File: config.mk
export PLATFORM = sky130hd
export DESIGN_NAME = lpc_fw_target
export DESIGN_NICKNAME = d
export VERILOG_FILES = /design/src/rtl/lpcfw_pkg.sv /design/src/rtl/lpcfw_addr_chk.sv /design/src/rtl/lpcfw_nib_drv.sv /design/src/rtl/lpc_fw_target.sv
export SDC_FILE = /design/constraint.sdc
export NUM_CORES = 1
export LEC_CHECK = 0
export CAP_MARGIN = 15
export CELL_PAD_IN_SITES_DETAIL_PLACEMENT = 0
export CELL_PAD_IN_SITES_GLOBAL_PLACEMENT = 1
export CORE_AREA = 2 2 86 88
export DETAILED_ROUTE_END_ITERATION = 12
export DIE_AREA = 0 0 88 90
export DONT_BUFFER_PORTS = 1
export PLACE_DENSITY_LB_ADDON = 0.25
export SETUP_SLACK_MARGIN = 0.5
export SLEW_MARGIN = 10
export SYNTH_ARGS = -nofsm -noshare
export SYNTH_HDL_FRONTEND = slang
export SYNTH_SLANG_ARGS = --single-unit
export TNS_END_PERCENT = 1
File: constraint.sdc
create_clock -name clk -period 1.71 [get_ports clk]
set_clock_uncertainty 0.05 [all_clocks]
set_input_delay 0.171 -clock clk [delete_from_list [all_inputs] [get_ports clk]]
set_output_delay 0.171 -clock clk [all_outputs]
set_load 0.02 [all_outputs]
File: src/rtl/lpcfw_pkg.sv
package lpcfw_pkg;
    localparam int NIB_W     = 4;
    localparam int ADDR_NIBS = 8;
    localparam int CNT_W     = $clog2(ADDR_NIBS);

    localparam logic [NIB_W-1:0] NIB_START = 4'h0;
    localparam logic [NIB_W-1:0] NIB_WAIT  = 4'h5;
    localparam logic [NIB_W-1:0] NIB_READY = 4'h0;
    localparam logic [NIB_W-1:0] NIB_TAR   = 4'hF;

    typedef enum logic [3:0] {
        ST_IDLE, ST_CYC, ST_ADDR,
        ST_R_TAR0, ST_R_TAR1, ST_R_SW0, ST_R_SW1, ST_R_RDY, ST_R_D0, ST_R_D1,
        ST_W_D0, ST_W_D1, ST_W_TAR0, ST_W_TAR1, ST_W_SYNC,
        ST_END_TAR
    } lpc_state_t;
endpackage

File: src/rtl/lpcfw_addr_chk.sv
module lpcfw_addr_chk (
    input  logic [31:0] addr,
    input  logic [3:0]  id_strap,
    output logic        hit,
    output logic        is_array
);
    logic upper_ok;
    logic id_ok;

    always_comb begin
        upper_ok = &addr[31:23];
        id_ok    = (addr[21:18] == ~id_strap);
        hit      = upper_ok && id_ok;
        is_array = addr[22];
    end
endmodule

File: src/rtl/lpcfw_nib_drv.sv
module lpcfw_nib_drv
    import lpcfw_pkg::*;
(
    input  lpc_state_t       state,
    input  logic [7:0]       rdata,
    output logic [NIB_W-1:0] lad_out,
    output logic             lad_oe
);
    always_comb begin
        lad_out = NIB_TAR;
        lad_oe  = 1'b1;
        unique case (state)
            ST_R_TAR1, ST_W_TAR1, ST_END_TAR: lad_out = NIB_TAR;
            ST_R_SW0, ST_R_SW1:               lad_out = NIB_WAIT;
            ST_R_RDY, ST_W_SYNC:              lad_out = NIB_READY;
            ST_R_D0:                          lad_out = rdata[3:0];
            ST_R_D1:                          lad_out = rdata[7:4];
            default:                          lad_oe  = 1'b0;
        endcase
    end
endmodule

File: src/rtl/lpc_fw_target.sv
module lpc_fw_target
    import lpcfw_pkg::*;
#(
    parameter int MEM_AW = 18
) (
    input  logic              clk,
    input  logic              rst_n,
    input  logic              frame_n,
    input  logic [3:0]        lad_in,
    output logic [3:0]        lad_out,
    output logic              lad_oe,
    input  logic [3:0]        id_strap,
    output logic [MEM_AW-1:0] mem_addr,
    output logic              mem_sel_array,
    output logic              mem_wr,
    output logic [7:0]        mem_wdata,
    output logic              mem_rd,
    input  logic [7:0]        mem_rdata
);
    localparam int SH_W = NIB_W * (ADDR_NIBS - 1);
    localparam logic [CNT_W-1:0] CNT_LAST = CNT_W'(ADDR_NIBS - 1);

    lpc_state_t        state, nxt;
    logic              dir_wr;
    logic [CNT_W-1:0]  cnt;
    logic [SH_W-1:0]   addr_sh;
    logic [31:0]       addr_full;
    logic [7:0]        rdata_q;
    logic              type_ok, hit, is_array;

    assign addr_full = {addr_sh, lad_in};
    assign type_ok   = (lad_in[3:2] == 2'b01) && (lad_in[1] || !lad_in[0]);

    lpcfw_addr_chk u_chk (
        .addr     (addr_full),
        .id_strap (id_strap),
        .hit      (hit),
        .is_array (is_array)
    );

    lpcfw_nib_drv u_drv (
        .state   (state),
        .rdata   (rdata_q),
        .lad_out (lad_out),
        .lad_oe  (lad_oe)
    );

    always_comb begin
        nxt = state;
        if (!frame_n) begin
            nxt = (lad_in == NIB_START) ? ST_CYC : ST_IDLE;
        end else begin
            unique case (state)
                ST_IDLE:    nxt = ST_IDLE;
                ST_CYC:     nxt = type_ok ? ST_ADDR : ST_IDLE;
                ST_ADDR:    if (cnt == CNT_LAST)
                                nxt = !hit ? ST_IDLE : (dir_wr ? ST_W_D0 : ST_R_TAR0);
                ST_R_TAR0:  nxt = ST_R_TAR1;
                ST_R_TAR1:  nxt = ST_R_SW0;
                ST_R_SW0:   nxt = ST_R_SW1;
                ST_R_SW1:   nxt = ST_R_RDY;
                ST_R_RDY:   nxt = ST_R_D0;
                ST_R_D0:    nxt = ST_R_D1;
                ST_R_D1:    nxt = ST_END_TAR;
                ST_W_D0:    nxt = ST_W_D1;
                ST_W_D1:    nxt = ST_W_TAR0;
                ST_W_TAR0:  nxt = ST_W_TAR1;
                ST_W_TAR1:  nxt = ST_W_SYNC;
                ST_W_SYNC:  nxt = ST_END_TAR;
                ST_END_TAR: nxt = ST_IDLE;
                default:    nxt = ST_IDLE;
            endcase
        end
    end

    always_ff @(posedge clk or negedge rst_n) begin
        if (!rst_n) state <= ST_IDLE;
        else        state <= nxt;
    end

    always_ff @(posedge clk or negedge rst_n) begin
        if (!rst_n) begin
            dir_wr        <= 1'b0;
            cnt           <= '0;
            addr_sh       <= '0;
            mem_addr      <= '0;
            mem_sel_array <= 1'b0;
            mem_wdata     <= '0;
            rdata_q       <= '0;
        end else if (frame_n) begin
            unique case (state)
                ST_CYC: begin
                    dir_wr <= lad_in[1];
                    cnt    <= '0;
                end
                ST_ADDR: begin
                    addr_sh <= addr_full[SH_W-1:0];
                    cnt     <= cnt + 1'b1;
                    if (cnt == CNT_LAST) begin
                        mem_addr      <= addr_full[MEM_AW-1:0];
                        mem_sel_array <= is_array;
                    end
                end
                ST_W_D0:  mem_wdata[3:0] <= lad_in;
                ST_W_D1:  mem_wdata[7:4] <= lad_in;
                ST_R_SW1: rdata_q        <= mem_rdata;
                default: ;
            endcase
        end
    end

    assign mem_wr = (state == ST_W_TAR0);
    assign mem_rd = (state == ST_R_SW0);

    AST_ABORT_FLOATS: assert property (@(posedge clk) disable iff (!rst_n)
        !frame_n |=> !lad_oe);
    AST_END_RELEASES: assert property (@(posedge clk) disable iff (!rst_n)
        (state == ST_END_TAR) |=> !lad_oe);
    AST_HOST_TAR_UNDRIVEN: assert property (@(posedge clk) disable iff (!rst_n)
        (state == ST_R_TAR0) |-> !lad_oe);
    AST_SECOND_WAIT: assert property (@(posedge clk) disable iff (!rst_n)
        (state == ST_R_SW0 && frame_n) |=> (lad_oe && lad_out == NIB_WAIT));
    AST_WR_SINGLE: assert property (@(posedge clk) disable iff (!rst_n)
        mem_wr |=> !mem_wr);
    AST_RD_SINGLE: assert property (@(posedge clk) disable iff (!rst_n)
        mem_rd |=> !mem_rd);
    AST_STROBES_EXCL: assert property (@(posedge clk) disable iff (!rst_n)
        !(mem_rd && mem_wr));
endmodule

-- Word level (Yosys, flattened, before mapping)
Index checks and enable logic that the tools add are counted.
- flip-flop bits (word level): 71
- $add $sub $neg: 1
- eq/ne operators: 19
- mux-type cells: 10
- bitwise gates (word level): 1
- reduce and logical (&&, ||, !) cells: 20
- operator list (operator ; number):
    4-bit case mux with 14 select lines ; 1
    4-bit == test, second input constant ; 8
    4-bit by 3-bit == test with 1-bit output, second input constant ; 4
    4-bit 2-to-1 mux ; 4
    4-bit case mux with 4 select lines ; 1
    2-bit AND reduction ; 6
    9-bit AND reduction ; 1
    9-bit OR reduction ; 1
    4-bit by 2-bit == test with 1-bit output, second input constant ; 2
    4-bit logical NOT ; 2
    2-bit OR reduction ; 4
    3-bit case mux with 2 select lines ; 1
    4-bit by 1-bit == test with 1-bit output, second input constant ; 1
    4-bit == test ; 1
    4-bit NOT ; 1
    3-bit by 1-bit adder with 3-bit output, second input constant ; 1
    3-bit == test, second input constant ; 1
    3-bit inequality test, second input constant ; 1
    3-bit AND reduction ; 1
    2-bit by 1-bit == test with 1-bit output, second input constant ; 1
    1-bit logical AND ; 2
    1-bit 2-to-1 mux ; 2
    2-bit 2-to-1 mux ; 1
    2-bit nonzero test ; 1
    other kinds (2) ; 2

-- Logic depth before layout (Yosys ltp)
Gate-level depths: netlist of run 1.
- depth after elaboration: 7
- gate-level depth with buffers: 5
- mapped depth without buffers: 5

-- Cells and area by module
A second synthesis of run 1 with hierarchy kept.
- cells, all modules: 231
- area, all modules: 3193.1 um^2
- by module, submodules not included (module ; instances ; cells an instance ; area each (um^2) ; seq. area each (um^2)):
    lpc_fw_target ; 1 ; 199 ; 2990.4 ; 1776.7
    lpcfw_nib_drv ; 1 ; 22 ; 126.4 ; 0.0
    lpcfw_addr_chk ; 1 ; 10 ; 76.3 ; 0.0

-- Least setup slack after synthesis of run 1
No wires, ideal clock.
- path kind: register to output
- start: register state[0]
- end: output lad_oe
- arrival time: 1.552 ns
- required time: 1.489 ns
- setup slack: -0.063 ns
- stages on the path, launching flop included: 5
- cells stage by stage: dfrtp_1 buf_2 clkbuf_1 nor3_1 a21oi_1
- cells in the longest elaborated chain, start to end: 3
- elaborated cells on any way between the ends: 11
- those cells by class: eq/ne (9); mux (1); reduce/logical (1)
- RTL lines (what ; line ; text):
    start, declared ; lpc_fw_target.sv:23 ; lpc_state_t state, nxt;
    start signal, assigned ; lpc_fw_target.sv:78 ; else state <= nxt;
    4-bit by 3-bit == test with 1-bit output / 4-bit == test (equally long branches) ; lpcfw_nib_drv.sv:12 ; unique case (state)
    9-bit OR reduction (no source line) (*) ; -- ;
    1-bit 2-to-1 mux (*) ; lpcfw_nib_drv.sv:12 ;
    end, declared ; lpc_fw_target.sv:11 ; output logic lad_oe,
Every way passes the cells marked *; elsewhere a longest branch is shown, timed or not.

-- Final worst setup path of run 1
- start: register state[1]
- end: output lad_out[0]
- cells in the longest elaborated chain, start to end: 3
- elaborated cells on any way between the ends: 9
- those cells by class: eq/ne (6); mux (1); reduce/logical (2)
- RTL lines (what ; line ; text):
    4-bit by 3-bit == test with 1-bit output / 4-bit == test (equally long branches) ; lpcfw_nib_drv.sv:12 ;
    2-bit OR reduction (on tied branches) ; -- ;
    4-bit case mux with 4 select lines (*) ; lpcfw_nib_drv.sv:12 ;
    end, declared ; lpc_fw_target.sv:10 ; output logic [3:0] lad_out,
Marks and branches as above.

==> impl_metrics.env, run 1 <==
export IMPL_place_congestion=0.7270
export IMPL_synthFlopType="dfrtp_1"
export IMPL_tightest_slew_ns=0.3409
export IMPL_p_per_area_nw_per_um2=800.7
export IMPL_drive_above_1_share_pct=50.00
export IMPL_cp_slowest_stage_delay_ns=0.39
export IMPL_dr_wl_met3_um=389
export IMPL_cts_buffers=9
export IMPL_grt_pass1_wl_um=10660
export IMPL_synth_edf_count=0
export IMPL_syn_nets=247
export IMPL_antenna_found_initial=0
export IMPL_synth_warnings=0
export IMPL_crit_required_ns=1.49
export IMPL_routed_wl_um=6215
export IMPL_htreeDepth=3
export IMPL_syn_area_per_cell_um2=13.74
export IMPL_rows=31
export IMPL_peakVddDrop_uv=471.3
export IMPL_finalHoldViolations=71
export IMPL_pre_cts_slack_ns=0.03950
export IMPL_timing_slew_headroom_pct=77.22
export IMPL_postSynth_asyncResetShare_pct=100.0
export IMPL_cp_cell_sequence="buf_4 > nand2b_4 > nor2_4 > a21oi_4"
export IMPL_drc=0
export IMPL_synth_top_area_share_pct=57.23
export IMPL_dp_hpwl_um=3787
export IMPL_dr_first_iter_drc_count=66
export IMPL_r2r_slack_ns=0.06
export IMPL_post_drt_wl_per_cell_um=16.84
export IMPL_violations="hold timing"
export IMPL_placed_cells=331
export IMPL_die_w_um=88
export IMPL_synth_common_cells="dfrtp_1 (71), mux2_2 (54), a21oi_1 (10), mux2_4 (10)"
export IMPL_r2r_cells=6
export IMPL_rsz0062_at_grt="true"
export IMPL_antenna_left=0
export IMPL_drv_slew=0
export IMPL_clk_root_buffer_cell="clkbuf_8"
export IMPL_synth_cell_types=37
export IMPL_crit_fanout=8
export IMPL_post_route_min_period_ns=1.654
export IMPL_viasPerCell=5.149
export IMPL_fin_setup_tns_ns=0
export IMPL_die_h_um=90
export IMPL_nNetsFinal=286
export IMPL_grt_total_usage_pct=17.41
export IMPL_period_share_pct=96.72
export IMPL_synth_seq_cells=71
export IMPL_ys_seq_area_share_pct=57.23
export IMPL_synthCells=226
export IMPL_yosys_top_cells_area="dfrtp_1 (57%), mux2_2 (20%), mux2_4 (4.8%)"
export IMPL_grt_ovfl_total=0
export IMPL_maxCapViolCount=0
export IMPL_fin_cells=369
export IMPL_holdWs_ns=-0.5492
export IMPL_path_class="flip-flop to output pin"
export IMPL_syn_to_final_growth_pct=28.42
export IMPL_cp_data_arrival_time_ns=1.43
export IMPL_highest_layer="met4"
export IMPL_io_pins=53
export IMPL_antennaDiodeCount=0
export IMPL_cts_hold_buf=14
export IMPL_wl_met2_um=2881
export IMPL_cp_num_buf_inv=1
export IMPL_dieArea_um2=7920
export IMPL_critPathLaunchType="flip-flop"
export IMPL_portBuffers=0
export IMPL_clockBufferDepth=2
export IMPL_hold_class="primary input to async pin"
export IMPL_grt_start_max_net_pins=72
export IMPL_status="finished, violations left"
export IMPL_fmax_mhz=604.6
export IMPL_p_leak_nw=1.836
export IMPL_vias=1900
export IMPL_clkTransAtPathRegs_ns=0.09
export IMPL_synth_area_um2=3104
export IMPL_drt_first_pass_iters=4
export IMPL_cts_tree="built"
export IMPL_reg2reg_from="state[0]"
export IMPL_worst_slack_ns=0.05601
export IMPL_met1_length_um=2881
export IMPL_fillers=566
export IMPL_synth_top_area_cell="dfrtp_1"
export IMPL_rr_endpoint="addr_sh[26]"
export IMPL_core_area_um2=7020
export IMPL_cpLargestDelayFamily="simple AND/OR/NAND/NOR gates"
export IMPL_yosys_cell_count_top_type="dfrtp_1"
export IMPL_clock_sinks=71
export IMPL_grt_pass1_vias=2107
export IMPL_initial_core_util_pct=44.22
export IMPL_clkLatencyLatePin_ns=0.35
export IMPL_critical_path_endpoint_type="output pin"
export IMPL_setup_violations_final=0
export IMPL_slowest_stage="dfrtp_1"
cell families after synthesis:
logic type	Yosys count	share of synthesized area (%)
AOI/OAI and AO/OA	26	4.878
xor gates and xnor gates	5	1.411
adders and majority gates	2	0.8060
buffers and inverters	12	1.935
DFF	71	57.23
muxes	68	25.72
and+or+nand+nor	42	8.021
power by group:
part | leakage [nW] | internal, mW | switching, mW
combinational | 0.761 | 0.108 | 0.0618
sequential | 0.982 | 1.74 | 0.0422
clock | 0.0923 | 0.553 | 0.692
worst max-delay path by stage:
stage | start | to | slack (ns) | cells after the start
global route | state[0] | addr_sh[27] | -0.008 | 6
finish | state[1] | lad_out[0] | 0.06 | 4
CTS | state[2] | mem_wr | 0.04 | 4
floorplan | state[0] | addr_sh[0] | 0.18 | 4
detailed placement | state[0] | mem_wdata[0] | 0.04 | 4
global placement | state[0] | mem_wdata[1] | 0.09 | 4
repair_timing:
| item | 4_1_cts | 5_1_grt |
|---|---|---|
| hold endpoints to repair | 100 | 71 |
| pin swaps | 4 | 11 |
| setup buffers | 7 | 0 |
| resized for setup | 32 | 10 |
| endpoints found under the setup margin | 77 | 77 |
| cloned | 1 | 0 |
state kept, by name, indices dropped and copies added, names as in the netlist:
signal         count
addr_sh           28
cnt                3
dir_wr             1
mem_addr          18
mem_sel_array      1
mem_wdata          8
rdata_q            8
state              4
cell type report:
| cell class | instances | area [µm²] | area share (%) |
|---|---|---|---|
| sequential | 71 | 1777 | 44.57 |
| multi-input combinational | 143 | 1478 | 37.07 |
| timing repair buffer | 38 | 410.4 | 10.30 |
| clock buffer | 9 | 123.9 | 3.107 |
| tap | 99 | 123.9 | 3.107 |
| clock inverter | 7 | 62.56 | 1.569 |
| inverter | 2 | 11.26 | 0.2825 |
placed cells by master, fill, tap and decap left out, drive strengths merged, types with 2 or more instances in the layout:
master        n
a21oi        10
a22o          2
a31oi         2
buf          23
clkbuf        9
clkinv        3
clkinvlp      2
dfrtp        71
dlygate4sd3  14
ha            2
inv           4
mux2         64
mux2i         4
nand2         9
nand2b        7
nand3         3
nand4         2
nor2          7
nor2b         3
nor3          3
o21ai         8
or2           2
xnor2         4
stage by stage:
stage | area [µm²] | utilization, % | total power, mW
2_1_floorplan | 3149 | - | 1.900
3_3_place_gp | 3369 | 48.00 | 1.928
3_5_place_dp | 3369 | 48.00 | 1.934
4_1_cts | 3946 | 56.21 | 3.240
5_1_grt | 3986 | 56.78 | 3.351
6_report | 3986 | 56.78 | 3.192
layer usage:
| metal | GRT usage (%) | vias up |
|---|---|---|
| met5 | 0 | - |
| met4 | 7.692 | 0 |
| met3 | 5.142 | 6 |
| met2 | 25.19 | 45 |
| met1 | 24.08 | 958 |
| li1 | - | 891 |
Note: power is estimated with default switching activity, not from simulation.
==> run 2: changes to the inputs <==
--- a/config.mk
+++ b/config.mk
@@ -8,14 +8,15 @@
 export CAP_MARGIN = 15
 export CELL_PAD_IN_SITES_DETAIL_PLACEMENT = 0
 export CELL_PAD_IN_SITES_GLOBAL_PLACEMENT = 1
-export CORE_AREA = 2 2 86 88
+export CORE_AREA = 2 2 87 89
 export DETAILED_ROUTE_END_ITERATION = 12
-export DIE_AREA = 0 0 88 90
+export DIE_AREA = 0 0 89 91
 export DONT_BUFFER_PORTS = 1
 export PLACE_DENSITY_LB_ADDON = 0.25
 export SETUP_SLACK_MARGIN = 0.5
 export SLEW_MARGIN = 10
 export SYNTH_ARGS = -nofsm -noshare
 export SYNTH_HDL_FRONTEND = slang
+export SYNTH_HIERARCHICAL = 1
 export SYNTH_SLANG_ARGS = --single-unit
 export TNS_END_PERCENT = 1
==> constraint.sdc (replaced) <==
create_clock -name clk -period 1.5 [get_ports clk]
set_clock_uncertainty 0.05 [all_clocks]
set_input_delay 0.15 -clock clk [delete_from_list [all_inputs] [get_ports clk]]
set_output_delay 0.15 -clock clk [all_outputs]
set_load 0.02 [all_outputs]
==> impl_metrics.env, run 2 <==
export IMPL_rsz0062_at_grt="true"
export IMPL_pre_cts_slack_ns=-0.1605
export IMPL_clockBufferDepth=2
export IMPL_synthFlopType="dfrtp_1"
export IMPL_drv_slew=0
export IMPL_timing_slew_headroom_pct=77.58
export IMPL_crit_required_ns=1.30
export IMPL_io_pins=53
export IMPL_crit_fanout=6
export IMPL_synth_warnings=6
export IMPL_peakVddDrop_uv=597.9
export IMPL_largest_reg_flops=28
export IMPL_fillers=596
export IMPL_htreeDepth=3
export IMPL_p_leak_nw=2.016
export IMPL_post_drt_wl_per_cell_um=16.44
export IMPL_clock_sinks=71
export IMPL_setup_violations_final=46
export IMPL_clkTransAtPathRegs_ns=0.09
export IMPL_hold_class="primary input to async pin"
export IMPL_worst_slack_ns=-0.3021
export IMPL_fin_setup_tns_ns=-3.352
export IMPL_syn_to_final_growth_pct=28.57
export IMPL_synth_area_um2=3193
export IMPL_post_route_min_period_ns=1.802
export IMPL_synth_common_cells="dfrtp_1 (71), mux2_2 (34), mux2_4 (20)"
export IMPL_drt_first_pass_iters=4
export IMPL_layout_commonest_cell="dfrtp_1"
export IMPL_antenna_left=0
export IMPL_clkLatencyLatePin_ns=0.35
export IMPL_core_area_um2=7137
export IMPL_initial_core_util_pct=44.74
export IMPL_die_h_um=91
export IMPL_syn_nets=252
export IMPL_antennaDiodeCount=0
export IMPL_place_congestion=0.8405
export IMPL_holdWs_ns=-0.5662
export IMPL_synthCells=231
export IMPL_regArea_um2=1788
export IMPL_fmax_mhz=554.9
export IMPL_rows=31
export IMPL_grt_ovfl_total=0
export IMPL_vias=1967
export IMPL_portBuffers=0
export IMPL_grt_start_max_net_pins=72
export IMPL_grt_pass1_vias=2107
export IMPL_multi_input_area_um2=1498
export IMPL_drive_above_1_share_pct=53.10
export IMPL_period_share_pct=120.1
export IMPL_p_per_area_nw_per_um2=891.6
export IMPL_cts_hold_buf=13
export IMPL_nNetsFinal=306
export IMPL_fin_cells=389
export IMPL_yosys_cell_count_top_type="dfrtp_1"
export IMPL_drc=0
export IMPL_viasPerCell=5.057
export IMPL_grt_total_usage_pct=17.36
export IMPL_synth_top_area_share_pct=55.64
export IMPL_finalHoldViolations=71
export IMPL_synth_cell_types=42
export IMPL_dieArea_um2=8099
export IMPL_maxCapViolCount=0
export IMPL_placed_cells=354
export IMPL_synth_edf_count=0
export IMPL_r2r_cells=7
export IMPL_syn_area_per_cell_um2=13.82
export IMPL_postSynth_asyncResetShare_pct=100.0
export IMPL_cp_data_arrival_time_ns=1.60
export IMPL_critical_path_endpoint_type="output pin"
export IMPL_most_common_layout_cells="dfrtp_1 (62), mux2_2 (34), mux2_4 (29), buf_4 (29)"
export IMPL_grt_pass1_wl_um=10790
export IMPL_reg_largest_list="addr_sh (28), mem_addr (18)"
export IMPL_cts_tree="built"
export IMPL_clk_root_buffer_cell="clkbuf_8"
export IMPL_status="finished, violations left"
export IMPL_critPathLaunchType="flip-flop"
export IMPL_dr_first_iter_drc_count=53
export IMPL_violations="hold timing, setup timing"
export IMPL_synth_seq_cells=71
export IMPL_cts_buffers=9
export IMPL_dp_hpwl_um=4084
export IMPL_largest_register="addr_sh"
export IMPL_antenna_found_initial=0
export IMPL_path_class="flip-flop to output pin"
export IMPL_ys_seq_area_share_pct=55.64
export IMPL_die_w_um=89
export IMPL_synth_top_area_cell="dfrtp_1"
export IMPL_tightest_slew_ns=0.3340
export IMPL_yosys_top_cells_area="dfrtp_1 (56%), mux2_2 (12%), mux2_4 (9.4%)"
export IMPL_routed_wl_um=6396
run 2: cell count changes after synthesis, sizes merged, moves of 2 or more:
| cell | previous run | this run |
|---|---|---|
| nor2b | 3 | 6 |
| a21oi | 10 | 2 |
| a22o | 2 | 0 |
| nand2b | 7 | 3 |
| mux2i | 4 | 1 |
| xnor2 | 4 | 0 |
| xor2 | 1 | 4 |
| o21ai | 8 | 18 |
| nand2 | 9 | 15 |
| a22oi | 0 | 2 |
run 2: critical path, stage by stage (launching register included):
cell and delay, ns:
dfrtp_1 0.39, buf_6 0.13, or3b_4 0.45, o21ai_2 0.15, o22ai_2 0.14
run 2: area by class of cell:
type	count	area share (%)
Inverter	2	0.1829
Multi-Input combinational cell	150	36.48
Clock buffer	9	3.017
Tap cell	99	3.017
Timing Repair Buffer	51	11.80
Clock inverter	7	1.951
Sequential cell	71	43.55
run 2: worst paths after layout:
| kind | start | end | slack, ns |
|---|---|---|---|
| setup reg to reg | addr_sh[16] | state[3] | -0.16 |
| setup / recovery | state[1] | lad_out[3] | -0.30 |
| hold reg to reg | rdata_q[2] | rdata_q[2] | 0.47 |
| min in group clk | lad_in[2] | state[1] | 0.03 |
| max in group asynchronous | rst_n | mem_wdata[3] | 1.83 |
| hold / removal | rst_n | rdata_q[6] | -0.57 |
run 2: power by group:
group | internal, mW | leakage, nW | switching, mW
Combinational | 0.0709 | 0.954 | 0.0427
Sequential | 1.93 | 0.960 | 0.0201
Clock | 0.791 | 0.102 | 0.805
run 2: routing by layer:
layer | vias to the layer above | track usage, % | wire length [µm] | part of all wire (%)
li1 | 942 | - | - | -
met1 | 966 | 23.98 | 2981 | 47
met2 | 51 | 25.68 | 2967 | 46
met3 | 8 | 4.818 | 357 | 5.6
met4 | 0 | 7.090 | 89 | 1.4
met5 | - | 0 | 0 | 0
run 2: repair_timing:
item / in CTS / in global routing
setup buffers: 6 / 0
endpoints found under the setup margin: 105 / 105
gates resized for setup: 43 / 4
pin swaps: 9 / 5
endpoints found under the hold margin: 100 / 71
run 2: cell families (layout without fill, tap and decap cells):
family,after synthesis,count (layout),share of synthesized area [%]
compound gates,29,29,5.172
flops,71,71,55.64
fa+ha+maj,2,2,0.7836
simple gates,50,50,9.954
buf+inv,10,69,2.116
mux,65,65,25.24
xor+xnor,4,4,1.097
run 2: metrics by stage:
step	power, mW	instance area, µm²	util, %
6_report	3.660	4105	57.52
5_1_grt	3.797	4105	57.52
4_1_cts	3.697	4094	57.36
3_5_place_dp	2.059	3553	49.79
3_3_place_gp	2.056	3553	49.79
2_1_floorplan	2.040	3214	-
==> run 3: changes to the inputs <==
--- a/config.mk
+++ b/config.mk
@@ -5,12 +5,13 @@
 export SDC_FILE = /design/constraint.sdc
 export NUM_CORES = 1
 export LEC_CHECK = 0
+export ABC_AREA = 1
 export CAP_MARGIN = 15
 export CELL_PAD_IN_SITES_DETAIL_PLACEMENT = 0
 export CELL_PAD_IN_SITES_GLOBAL_PLACEMENT = 1
-export CORE_AREA = 2 2 87 89
+export CORE_AREA = 2 2 91 93
 export DETAILED_ROUTE_END_ITERATION = 12
-export DIE_AREA = 0 0 89 91
+export DIE_AREA = 0 0 93 95
 export DONT_BUFFER_PORTS = 1
 export PLACE_DENSITY_LB_ADDON = 0.25
 export SETUP_SLACK_MARGIN = 0.5
==> impl_metrics.env, run 3 <==
export IMPL_finalHoldViolations=71
export IMPL_tightest_slew_ns=0.2835
export IMPL_peakVddDrop_uv=621.9
export IMPL_fin_setup_tns_ns=-0.6428
export IMPL_drive_above_1_share_pct=22.62
export IMPL_cp_data_arrival_time_ns=1.42
export IMPL_power_total_mw=3.674
export IMPL_yosys_top_cells_area="dfrtp_1 (55%), nand2_1 (19%), nand3_1 (6.0%)"
export IMPL_drc=0
export IMPL_critical_path_endpoint_type="output pin"
export IMPL_setup_violations_final=8
export IMPL_synth_edf_count=0
export IMPL_cts_hold_buf=13
export IMPL_antenna_found_initial=0
export IMPL_clk_root_buffer_cell="clkbuf_8"
export IMPL_largest_reg_flops=28
export IMPL_drt_first_pass_iters=4
export IMPL_grt_pass1_vias=2578
export IMPL_clkLatencyLatePin_ns=0.34
export IMPL_intPower_mw=2.821
export IMPL_largest_register="addr_sh"
export IMPL_p_per_area_nw_per_um2=902.2
export IMPL_final_util_pct=51.37
export IMPL_synth_common_cells="nand2_1 (164), dfrtp_1 (71), nand3_1 (39)"
export IMPL_clockBufferDepth=2
export IMPL_dr_first_iter_drc_count=106
export IMPL_io_pins=53
export IMPL_syn_nets=424
export IMPL_r2r_cells=8
export IMPL_antennaDiodeCount=0
export IMPL_path_class="flip-flop to output pin"
export IMPL_power_switching_mw=0.8537
export IMPL_die_h_um=95
export IMPL_antenna_left=0
export IMPL_place_congestion=0.7127
export IMPL_rows=33
export IMPL_syn_area_per_cell_um2=8.038
export IMPL_core_area_um2=7928
export IMPL_yosys_cell_count_top_type="nand2_1"
export IMPL_synth_seq_cells=71
export IMPL_postSynth_asyncResetShare_pct=100.0
export IMPL_grt_start_max_net_pins=72
export IMPL_synthCells=403
export IMPL_grt_ovfl_total=0
export IMPL_synth_top_area_cell="dfrtp_1"
export IMPL_clkPwrFrac_pct=40.3
export IMPL_clock_sinks=71
export IMPL_post_drt_wl_per_cell_um=13.27
export IMPL_post_route_min_period_ns=1.620
export IMPL_dp_hpwl_um=4720
export IMPL_violations="hold timing, setup timing"
export IMPL_syn_to_final_growth_pct=25.72
export IMPL_swShare_pct=23.23
export IMPL_sequentialPowerShare_pct=55.6
export IMPL_cts_tree="built"
export IMPL_rsz0062_at_grt="true"
export IMPL_nNetsFinal=458
export IMPL_synth_cell_types=23
export IMPL_maxCapViolCount=0
export IMPL_htreeDepth=3
export IMPL_holdWs_ns=-0.5544
export IMPL_fmax_mhz=617.2
export IMPL_portBuffers=0
export IMPL_timing_slew_headroom_pct=81.04
export IMPL_hold_class="primary input to async pin"
export IMPL_most_common_layout_cells="nand2_1 (152), dfrtp_1 (58), nand3_1 (35)"
export IMPL_pwr_share_comb_pct=4.1
export IMPL_viasPerCell=4.806
export IMPL_status="finished, violations left"
export IMPL_fin_cells=547
export IMPL_routed_wl_um=7259
export IMPL_layout_commonest_cell="nand2_1"
export IMPL_worst_slack_ns=-0.1203
export IMPL_initial_core_util_pct=40.86
export IMPL_period_share_pct=108.0
export IMPL_dieArea_um2=8835
export IMPL_crit_required_ns=1.30
export IMPL_critPathLaunchType="flip-flop"
export IMPL_synth_top_area_share_pct=54.85
export IMPL_crit_fanout=7
export IMPL_ys_seq_area_share_pct=54.85
export IMPL_synthFlopType="dfrtp_1"
export IMPL_clkTransAtPathRegs_ns=0.07
export IMPL_die_w_um=93
export IMPL_r2r_slack_ns=0
export IMPL_grt_pass1_wl_um=12140
export IMPL_synth_area_um2=3239
export IMPL_reg_largest_list="addr_sh (28), mem_addr (18)"
export IMPL_vias=2629
export IMPL_pre_cts_slack_ns=0.04339
export IMPL_p_leak_nw=2.078
export IMPL_synth_warnings=6
export IMPL_placed_cells=508
export IMPL_cts_buffers=9
export IMPL_drv_slew=0
export IMPL_grt_total_usage_pct=17.72
## run 3: changes by cell type in the layout (fill, tap and decap cells not counted), sizes merged, moves of 16 or more
cell,change
mux2,-64
nor2,+21
inv,+33
o21ai,+16
nand2,+153
nand3,+36
## run 3: final cells by class
type / instances / area (µm²)
inverters: 38 / 145.1
repair buffers: 37 / 366.6
multi-input cells: 280 / 1448
fillers: 811 / 3855
clock inverters: 6 / 61.31
well taps: 105 / 131.4
clock buffers: 10 / 127.6
flip-flops and latches: 71 / 1793
## run 3: critical path, cell delays in order (launching register included)
cell and delay [ns]:
dfrtp_2 0.47, nor2_4 0.20, buf_4 0.16, nand3_1 0.12, nand3_4 0.14
## run 3: layer usage
layer	share of wire (%)	routed length (µm)	global-route usage [%]	up-vias
met5	0	0	0	-
met4	1.8	134	8.088	0
met3	3.4	248	3.591	10
met2	48	3516	28.32	43
met1	46	3359	23.37	1244
li1	-	-	-	1332
## run 3: final timing paths
| check | start | endpoint |
|---|---|---|
| worst max-delay path | state[2] | lad_out[2] |
| worst min-delay path | rst_n | rdata_q[5] |
| worst max register to register | state[3] | mem_addr[13] |
| worst min register to register | addr_sh[25] | addr_sh[25] |
| max in group asynchronous | rst_n | mem_wdata[1] |
| min in group clk | frame_n | state[1] |
## run 3: power groups by stage
stage | logic, mW | clock network (mW) | registers (mW)
finish | 0.152 | 1.48 | 2.04
global placement | 0.108 | 0 | 2.08
global route | 0.174 | 1.61 | 2.05
detailed placement | 0.111 | 0 | 2.08
CTS | 0.150 | 1.52 | 2.04
floorplan | 0.0975 | 0 | 2.06
## run 3: timing repair
action                                  in CTS  in global routing
resized for setup                           43                 24
pin swaps                                   23                 19
setup buffers                                7                  3
endpoints found under the setup margin     105                105
endpoints found under the hold margin      101                 71
## run 3: through the flow
step | hold WS, ns | cell area (µm²)
3_3_place_gp | -0.1942 | 3470
4_1_cts | -0.5730 | 3951
3_5_place_dp | -0.1944 | 3470
5_1_grt | -0.5743 | 4073
6_report | -0.5544 | 4073
2_1_floorplan | -0.1956 | 3313
## run 3: logic make-up (layout without fill, tap and decap cells)
logic type / count (synthesis) / in the layout / synth area share [%]
AO/OA/AOI/OAI: 37 / 37 / 5.794
adder cells (fa/ha/maj): 2 / 2 / 0.7724
buffers and inverters: 52 / 91 / 6.798
flip-flops: 71 / 71 / 54.85
AND/OR/NAND/NOR: 241 / 241 / 31.79
